`src/rtl/zbt_pkg.sv`:
```
package zbt_pkg;

   // kind of data phase held in the pipeline
   typedef enum logic [1:0] {
      PH_IDLE  = 2'd0,
      PH_READ  = 2'd1,
      PH_WRITE = 2'd2
   } ph_kind_e;

endpackage

```
`src/rtl/zbt_ctl.sv`:
```
// Command stage: captures the command and owns the burst counter.
module zbt_ctl
   import zbt_pkg::*;
#(
   parameter int ADDR_W = 6,
   parameter int LANES  = 4,
   parameter int CNT_W  = 2
) (
   input  logic              clk,
   input  logic              rst_n,
   input  logic              cke_n,
   input  logic              sel,
   input  logic              we_n,
   input  logic              adv_ld,
   input  logic              burst_lin,
   input  logic [LANES-1:0]  lane_we_n,
   input  logic [ADDR_W-1:0] addr,
   output ph_kind_e          ph_kind,
   output logic [ADDR_W-1:0] ph_base,
   output logic [CNT_W-1:0]  ph_cnt,
   output logic              ph_lin,
   output logic [LANES-1:0]  ph_lanes_n
);

   always_ff @(posedge clk or negedge rst_n) begin
      if (!rst_n) begin
         ph_kind    <= PH_IDLE;
         ph_base    <= '0;
         ph_cnt     <= '0;
         ph_lin     <= 1'b0;
         ph_lanes_n <= '1;
      end else if (!cke_n) begin
         ph_lanes_n <= lane_we_n;
         if (!adv_ld) begin
            if (sel) begin
               ph_kind <= we_n ? PH_READ : PH_WRITE;
               ph_base <= addr;
               ph_cnt  <= '0;
               ph_lin  <= burst_lin;
            end else begin
               ph_kind <= PH_IDLE;
            end
         end else if (ph_kind != PH_IDLE) begin
            ph_cnt <= ph_cnt + CNT_W'(1);
         end
      end
   end

endmodule

```
`src/rtl/zbt_burst.sv`:
```
// Beat address generation: linear or interleaved offset in the low bits.
module zbt_burst #(
   parameter int ADDR_W = 6,
   parameter int CNT_W  = 2
) (
   input  logic [ADDR_W-1:0] base,
   input  logic [CNT_W-1:0]  cnt,
   input  logic              lin,
   output logic [ADDR_W-1:0] beat_addr
);

   logic [CNT_W-1:0] low;

   always_comb begin
      if (lin) low = base[CNT_W-1:0] + cnt;
      else     low = base[CNT_W-1:0] ^ cnt;
   end

   generate
      if (ADDR_W > CNT_W) begin : g_upper
         assign beat_addr = {base[ADDR_W-1:CNT_W], low};
      end else begin : g_whole
         assign beat_addr = low;
      end
   endgenerate

endmodule

```
`src/rtl/zbt_array.sv`:
```
// Storage split into independently written lanes; asynchronous read.
module zbt_array #(
   parameter int ADDR_W = 6,
   parameter int LANES  = 4,
   parameter int LANE_W = 9
) (
   input  logic                    clk,
   input  logic                    wr_en,
   input  logic [LANES-1:0]        lane_en,
   input  logic [ADDR_W-1:0]       waddr,
   input  logic [LANES*LANE_W-1:0] wdata,
   output logic [LANES*LANE_W-1:0] rdata
);

   localparam int DEPTH = 1 << ADDR_W;

   generate
      for (genvar i = 0; i < LANES; i++) begin : g_lane
         logic [LANE_W-1:0] mem [DEPTH];

         always_ff @(posedge clk) begin
            if (wr_en && lane_en[i])
               mem[waddr] <= wdata[i*LANE_W +: LANE_W];
         end

         assign rdata[i*LANE_W +: LANE_W] = mem[waddr];
      end
   endgenerate

endmodule

```
`src/rtl/zbt_sram.sv`:
```
module zbt_sram
   import zbt_pkg::*;
#(
   parameter int ADDR_W    = 6,
   parameter int LANES     = 4,
   parameter int LANE_W    = 9,
   parameter int BURST_LEN = 4
) (
   input  logic                    clk,
   input  logic                    rst_n,
   input  logic                    cke_n,
   input  logic                    cs1_n,
   input  logic                    cs2,
   input  logic                    cs3_n,
   input  logic                    we_n,
   input  logic                    adv_ld,
   input  logic                    burst_lin,
   input  logic [LANES-1:0]        lane_we_n,
   input  logic                    oe_n,
   input  logic [ADDR_W-1:0]       addr,
   input  logic [LANES*LANE_W-1:0] dq_in,
   output logic [LANES*LANE_W-1:0] dq_out,
   output logic                    dq_oe
);

   localparam int DATA_W = LANES * LANE_W;
   localparam int CNT_W  = (BURST_LEN > 1) ? $clog2(BURST_LEN) : 1;

   // elaboration checks on the configuration
   generate
      if (BURST_LEN < 2 || (BURST_LEN & (BURST_LEN - 1)) != 0) begin : g_bad_burst
         $error("zbt_sram: BURST_LEN must be a power of two of at least 2");
      end
      if (CNT_W > ADDR_W) begin : g_bad_addr
         $error("zbt_sram: address narrower than the burst counter");
      end
      if (LANES < 1 || LANE_W < 1) begin : g_bad_lane
         $error("zbt_sram: lane count and width must be positive");
      end
   endgenerate

   ph_kind_e          ph_kind;
   logic [ADDR_W-1:0] ph_base;
   logic [CNT_W-1:0]  ph_cnt;
   logic              ph_lin;
   logic [LANES-1:0]  ph_lanes_n;
   logic [ADDR_W-1:0] beat_addr;
   logic [DATA_W-1:0] rdata;
   logic              sel;
   logic              wr_en;

   assign sel = !cs1_n && cs2 && !cs3_n;

   zbt_ctl #(
      .ADDR_W (ADDR_W),
      .LANES  (LANES),
      .CNT_W  (CNT_W)
   ) i_ctl (
      .clk        (clk),
      .rst_n      (rst_n),
      .cke_n      (cke_n),
      .sel        (sel),
      .we_n       (we_n),
      .adv_ld     (adv_ld),
      .burst_lin  (burst_lin),
      .lane_we_n  (lane_we_n),
      .addr       (addr),
      .ph_kind    (ph_kind),
      .ph_base    (ph_base),
      .ph_cnt     (ph_cnt),
      .ph_lin     (ph_lin),
      .ph_lanes_n (ph_lanes_n)
   );

   zbt_burst #(
      .ADDR_W (ADDR_W),
      .CNT_W  (CNT_W)
   ) i_burst (
      .base      (ph_base),
      .cnt       (ph_cnt),
      .lin       (ph_lin),
      .beat_addr (beat_addr)
   );

   // write lands on the enabled edge that closes its data cycle
   assign wr_en = !cke_n && (ph_kind == PH_WRITE);

   zbt_array #(
      .ADDR_W (ADDR_W),
      .LANES  (LANES),
      .LANE_W (LANE_W)
   ) i_array (
      .clk     (clk),
      .wr_en   (wr_en),
      .lane_en (~ph_lanes_n),
      .waddr   (beat_addr),
      .wdata   (dq_in),
      .rdata   (rdata)
   );

   assign dq_out = rdata;
   assign dq_oe  = (ph_kind == PH_READ) && !oe_n;

endmodule

```
`config.mk`:
```
export PLATFORM = sky130hd
export DESIGN_NAME = zbt_sram
export DESIGN_NICKNAME = d
export VERILOG_FILES = /design/src/rtl/zbt_pkg.sv /design/src/rtl/zbt_ctl.sv /design/src/rtl/zbt_burst.sv /design/src/rtl/zbt_array.sv /design/src/rtl/zbt_sram.sv
export SDC_FILE = /design/constraint.sdc
export NUM_CORES = 2
export LEC_CHECK = 0
export BUFFER_PORTS_ARGS = -buffer_cell sky130_fd_sc_hd__buf_2
export CORE_MARGIN = 2
export CORE_UTILIZATION = 45
export CTS_CLUSTER_DIAMETER = 150
export DETAILED_ROUTE_END_ITERATION = 8
export PLACE_DENSITY = 0.6
export SETUP_SLACK_MARGIN = 0.4
export SKIP_LAST_GASP = 1
export SLEW_MARGIN = 0
export SYNTH_ARGS = -nofsm -noshare
export SYNTH_HDL_FRONTEND = slang
export SYNTH_SLANG_ARGS = --single-unit
export TNS_END_PERCENT = 30
```
`constraint.sdc`:
```
create_clock -name clk -period 5.64 [get_ports clk]
set_input_delay 0.282 -clock clk [delete_from_list [all_inputs] [get_ports clk]]
set_output_delay 0.282 -clock clk [all_outputs]
set_load 0.02 [all_outputs]
```
==> metrics.md <==
| Metric | Value |
|---|---|
| IO Pins | `93` |
| Syn nets | `4462` |
| Slew @ Worst Pin | `between 1 and 1.5 ns` |
| Critical Path AT | `4.92 ns` |
| Via/cell ratio | `6.05` |
| Crit-path cells | `ha_4 > buf_4 > mux4_2 > mux2i_1 > o22ai_1 > nor4_1 > o211ai_1 > buf_2` |
| Root Buffer | `clkbuf_16` |
| Element type at the critical path end | `primary output` |
| Post-DP Area | `between 90000 and 100000 µm²` |
| Final antenna-violating net count | `0` |
| Setup Skew | `between 0.03 and 0.04 ns` |
| Drt drc | `0` |
| Delay-heaviest family, CP | `multiplexers` |
| Max Clk Rate | `just under 0.2 GHz` |
| Global-route wire length before repair | `roughly 350000 µm` |
| Mapped Avg Cell Area | `a little over 20 µm²` |
| IO buf count | `approximately 90` |
| WP buf/inv | `2` |
| Finished Core Util | `0.515` |
| Post-synth ARST share | `0.00647` |
| Drt wl/cell | `32.4 µm` |
| Synth cell types | `50` |
| GRT Total Usage | `0.240` |
| Detailed Routing Iterations Pass 1 | `5` |
| Synthesis-to-layout area growth | `13.5%` |
| Initial DRC count | `between 5000 and 6000` |
| Crit path launch type | `flop` |
| Hold slack final | `~0.053 ns` |
| Final period util | `0.922` |
| DP HPWL | `between 100000 and 150000 µm` |
| CP peak stage delay | `roughly 0.73 ns` |
| Syn Inst Count | `between 4000 and 5000` |
| Lkg Pwr | `31.7 nW` |
| Layout fillers | `approximately 16000` |
| Largest net degree at the start of global routing | `99` |
| Post-synth top flop | `edfxtp_1` |
| Gr ovfl total | `0` |
| Crit-path max FO | `35` |
| Maxcap violations | `0` |
| Register area share after synthesis | `0.776` |
| Placer congestion estimate | `0.811` |
| Clock Path Buffers | `3` |
| Worst path slowest cell | `ha_4` |
| Post-synth EDFFs | `between 2000 and 2500` |
| Post-route insts no fill | `7519` |
| CP required | `roughly 5.4 ns` |
| Cts bufs inserted | `about 230` |
| Share of cells above drive strength 1 | `0.247` |
| Final instance area | `102000 µm²` |
| Pwr dens | `449 nW/µm²` |
| Outcome | `finished clean` |
| DRT Wirelength | `approximately 240000 µm` |
| Slew HR | `0.126` |
| Core ar. | `approximately 200000 µm²` |
| Worst min path class | `in2async` |
| Antenna violations before repair | `8` |
| Nets | `4729` |
| # setup viols final | `0` |
| Total number of vias | `45474` |
| Max Slew Vio Count | `0` |
| Post-layout min period | `a little over 5 ns` |
| Hold Violations, Final | `0` |
| Final TNS setup | `0 ns` |
| Synth warn | `0` |
| Rows | `between 150 and 200` |
| Die H | `around 450 µm` |
| Synthesized area | `around 90000 µm²` |
| Clk_lat worst skew | `0.87 ns` |
| Worst setup path category | `reg2out` |
| Placed cells | `approximately 7100` |
| Die footprint | `between 200000 and 250000 µm²` |
| H-tree depth | `4` |
| CTS tree | `built` |
| Clk sink count | `approximately 2300` |
| Clk slew on worst S/H paths | `0.06 ns` |
| Die span in x | `roughly 450 µm` |
| Peak VDD IR | `410 µV` |
| Synthesis-stage register bit count | `2319` |
| Initial Utilization | `0.454` |
| Vias in the first global route | `45566` |
| RSZ-0062 raised after global routing | `true` |
## power by group
| group | internal, mW | switching (mW) |
|---|---|---|
| sequential | 19.0 | 0.0530 |
| combinational | 4.81 | 6.95 |
| clock | 8.33 | 6.53 |
| total | 32.1 | 13.5 |
## worst reg2reg max path, stage by stage, from the launching register on
cell,delay (ns)
dfrtp_1,0.44
ha_4,0.73
inv_1,0.61
nor3_2,0.99
nand2_1,0.10
buf_4,0.24
nor2_1,0.98
## cells by family after synthesis
kind of cell    after synthesis  synth area share
compound gates              366            0.0267
xor+xnor                      4          0.000893
fa+ha+maj                     1          0.000139
buf+inv                     261            0.0125
flops                      2319             0.776
mux                         626             0.146
simple gates                828            0.0379
## placed cells by master (no fill, tap or decap), types with 7 or more instances in the layout
| master | n |
|---|---|
| clkbuf_16 | 229 |
| clkinv_8 | 8 |
| clkbuf_1 | 51 |
| clkinv_2 | 48 |
| o211ai_1 | 9 |
| mux2i_1 | 68 |
| nor3_1 | 19 |
| dfrtp_1 | 10 |
| o311ai_0 | 12 |
| edfxtp_1 | 2304 |
| a211oi_1 | 12 |
| mux2_2 | 11 |
| nor2_2 | 15 |
| o22ai_1 | 42 |
| o21ai_0 | 9 |
| nand4_1 | 14 |
| a21oi_1 | 147 |
| dlygate4sd3_1 | 24 |
| o221ai_1 | 40 |
| nor2_4 | 7 |
| nand3_1 | 60 |
| a22o_1 | 9 |
| nor4_1 | 23 |
| nand2_1 | 367 |
| a31oi_1 | 16 |
| bufinv_16 | 19 |
| nor2_1 | 284 |
| a211o_1 | 12 |
| buf_2 | 92 |
| clkinv_1 | 60 |
| clkinvlp_4 | 9 |
| a22oi_1 | 45 |
| buf_12 | 21 |
| buf_4 | 156 |
| mux4_2 | 547 |
## synth_stat cells, drive strengths merged, types with 2 or more instances
cell     instances  area share
dfrtp           11      0.0031
a211o           12      0.0012
mux2            11      0.0014
edfxtp        2304        0.77
a31oi           16      0.0011
mux4           547        0.14
a21oi          147      0.0082
a2111oi          5     0.00053
a2bb2oi          2     0.00020
dfstp            4      0.0012
xnor2            3     0.00071
nand2b           4     0.00028
and2             4     0.00028
mux2i           68      0.0076
nor4            26      0.0018
nor3            23      0.0014
nand4           14     0.00098
a211oi          12      0.0010
nand3b           2     0.00017
o21ai           10     0.00056
or4              3     0.00025
and3             5     0.00035
a22o             9     0.00088
a221oi           4     0.00039
clkbuf         132      0.0055
a22oi           45      0.0038
inv              3     0.00013
nor2b            3     0.00021
o221ai          40      0.0039
buf            126      0.0068
nand2          373       0.016
nand3           61      0.0034
o22ai           42      0.0029
nor2           306       0.013
o211ai           9     0.00075
o311ai          12      0.0012
## metal layers
metal | GRT usage | up-vias | routed length [µm]
met1 | 0.335 | 24358 | 97900
met5 | 0 | - | 13
met4 | 0.0839 | 2 | 8950
met3 | 0.0462 | 347 | 19800
li1 | - | 18726 | -
met2 | 0.378 | 2041 | 117000
## state kept, by name, summed over array words and instances (netlist names)
register            cells
i_ctl.ph_base           6
i_ctl.ph_lanes_n        4
i_array.g_lane.mem   2304
i_ctl.ph_kind           2
i_ctl.ph_cnt            2
i_ctl.ph_lin            1
## metrics by stage
| stage | power [mW] | setup slack [ns] |
|---|---|---|
| 3_3_place_gp | 31.1 | 0.872 |
| 4_1_cts | 46.0 | 0.316 |
| 5_1_grt | 47.1 | 0.321 |
| 2_1_floorplan | 26.9 | 2.36 |
| 6_report | 45.7 | 0.441 |
| 3_5_place_dp | 31.1 | 0.852 |
## layout make-up
class / instances / area (µm²) / share of cell area
Sequential cell: 2319 / 69600 / 0.684
Inverter: 3 / 13.8 / 0.000135
Timing Repair Buffer: 296 / 2380 / 0.0234
Clock inverter: 151 / 1360 / 0.0133
Clock buffer: 280 / 5920 / 0.0582
Tap cell: 2640 / 3300 / 0.0325
Antenna cell: 5 / 12.5 / 0.000123
Multi-Input combinational cell: 1825 / 19200 / 0.189
## path summary, 6_finish.rpt
check	startpoint	end	slack [ns]	cells after the start
setup / recovery	i_ctl.ph_cnt[0]	dq_out[29]	0.44	8
hold reg to reg	i_ctl.ph_lin	i_ctl.ph_lin	0.55	1
min in group clk	dq_in[8]	i_array.g_lane[0].mem[37][8]	0.06	2
max in group asynchronous	rst_n	i_ctl.ph_base[2]	4.30	3
hold / removal	rst_n	i_ctl.ph_lanes_n[1]	0.05	2
setup reg to reg	i_ctl.ph_cnt[0]	i_array.g_lane[1].mem[1][3]	1.14	6
## timing repair
item,4_1_cts,5_1_grt
resized for setup,5,1
hold buffers,24,0
setup endpoints to repair,12,4
pin swaps,2,0
gates cloned,1,0
setup buffers,4,0
endpoints found under the hold margin,30,0
Power figures use the tool's default switching activity.
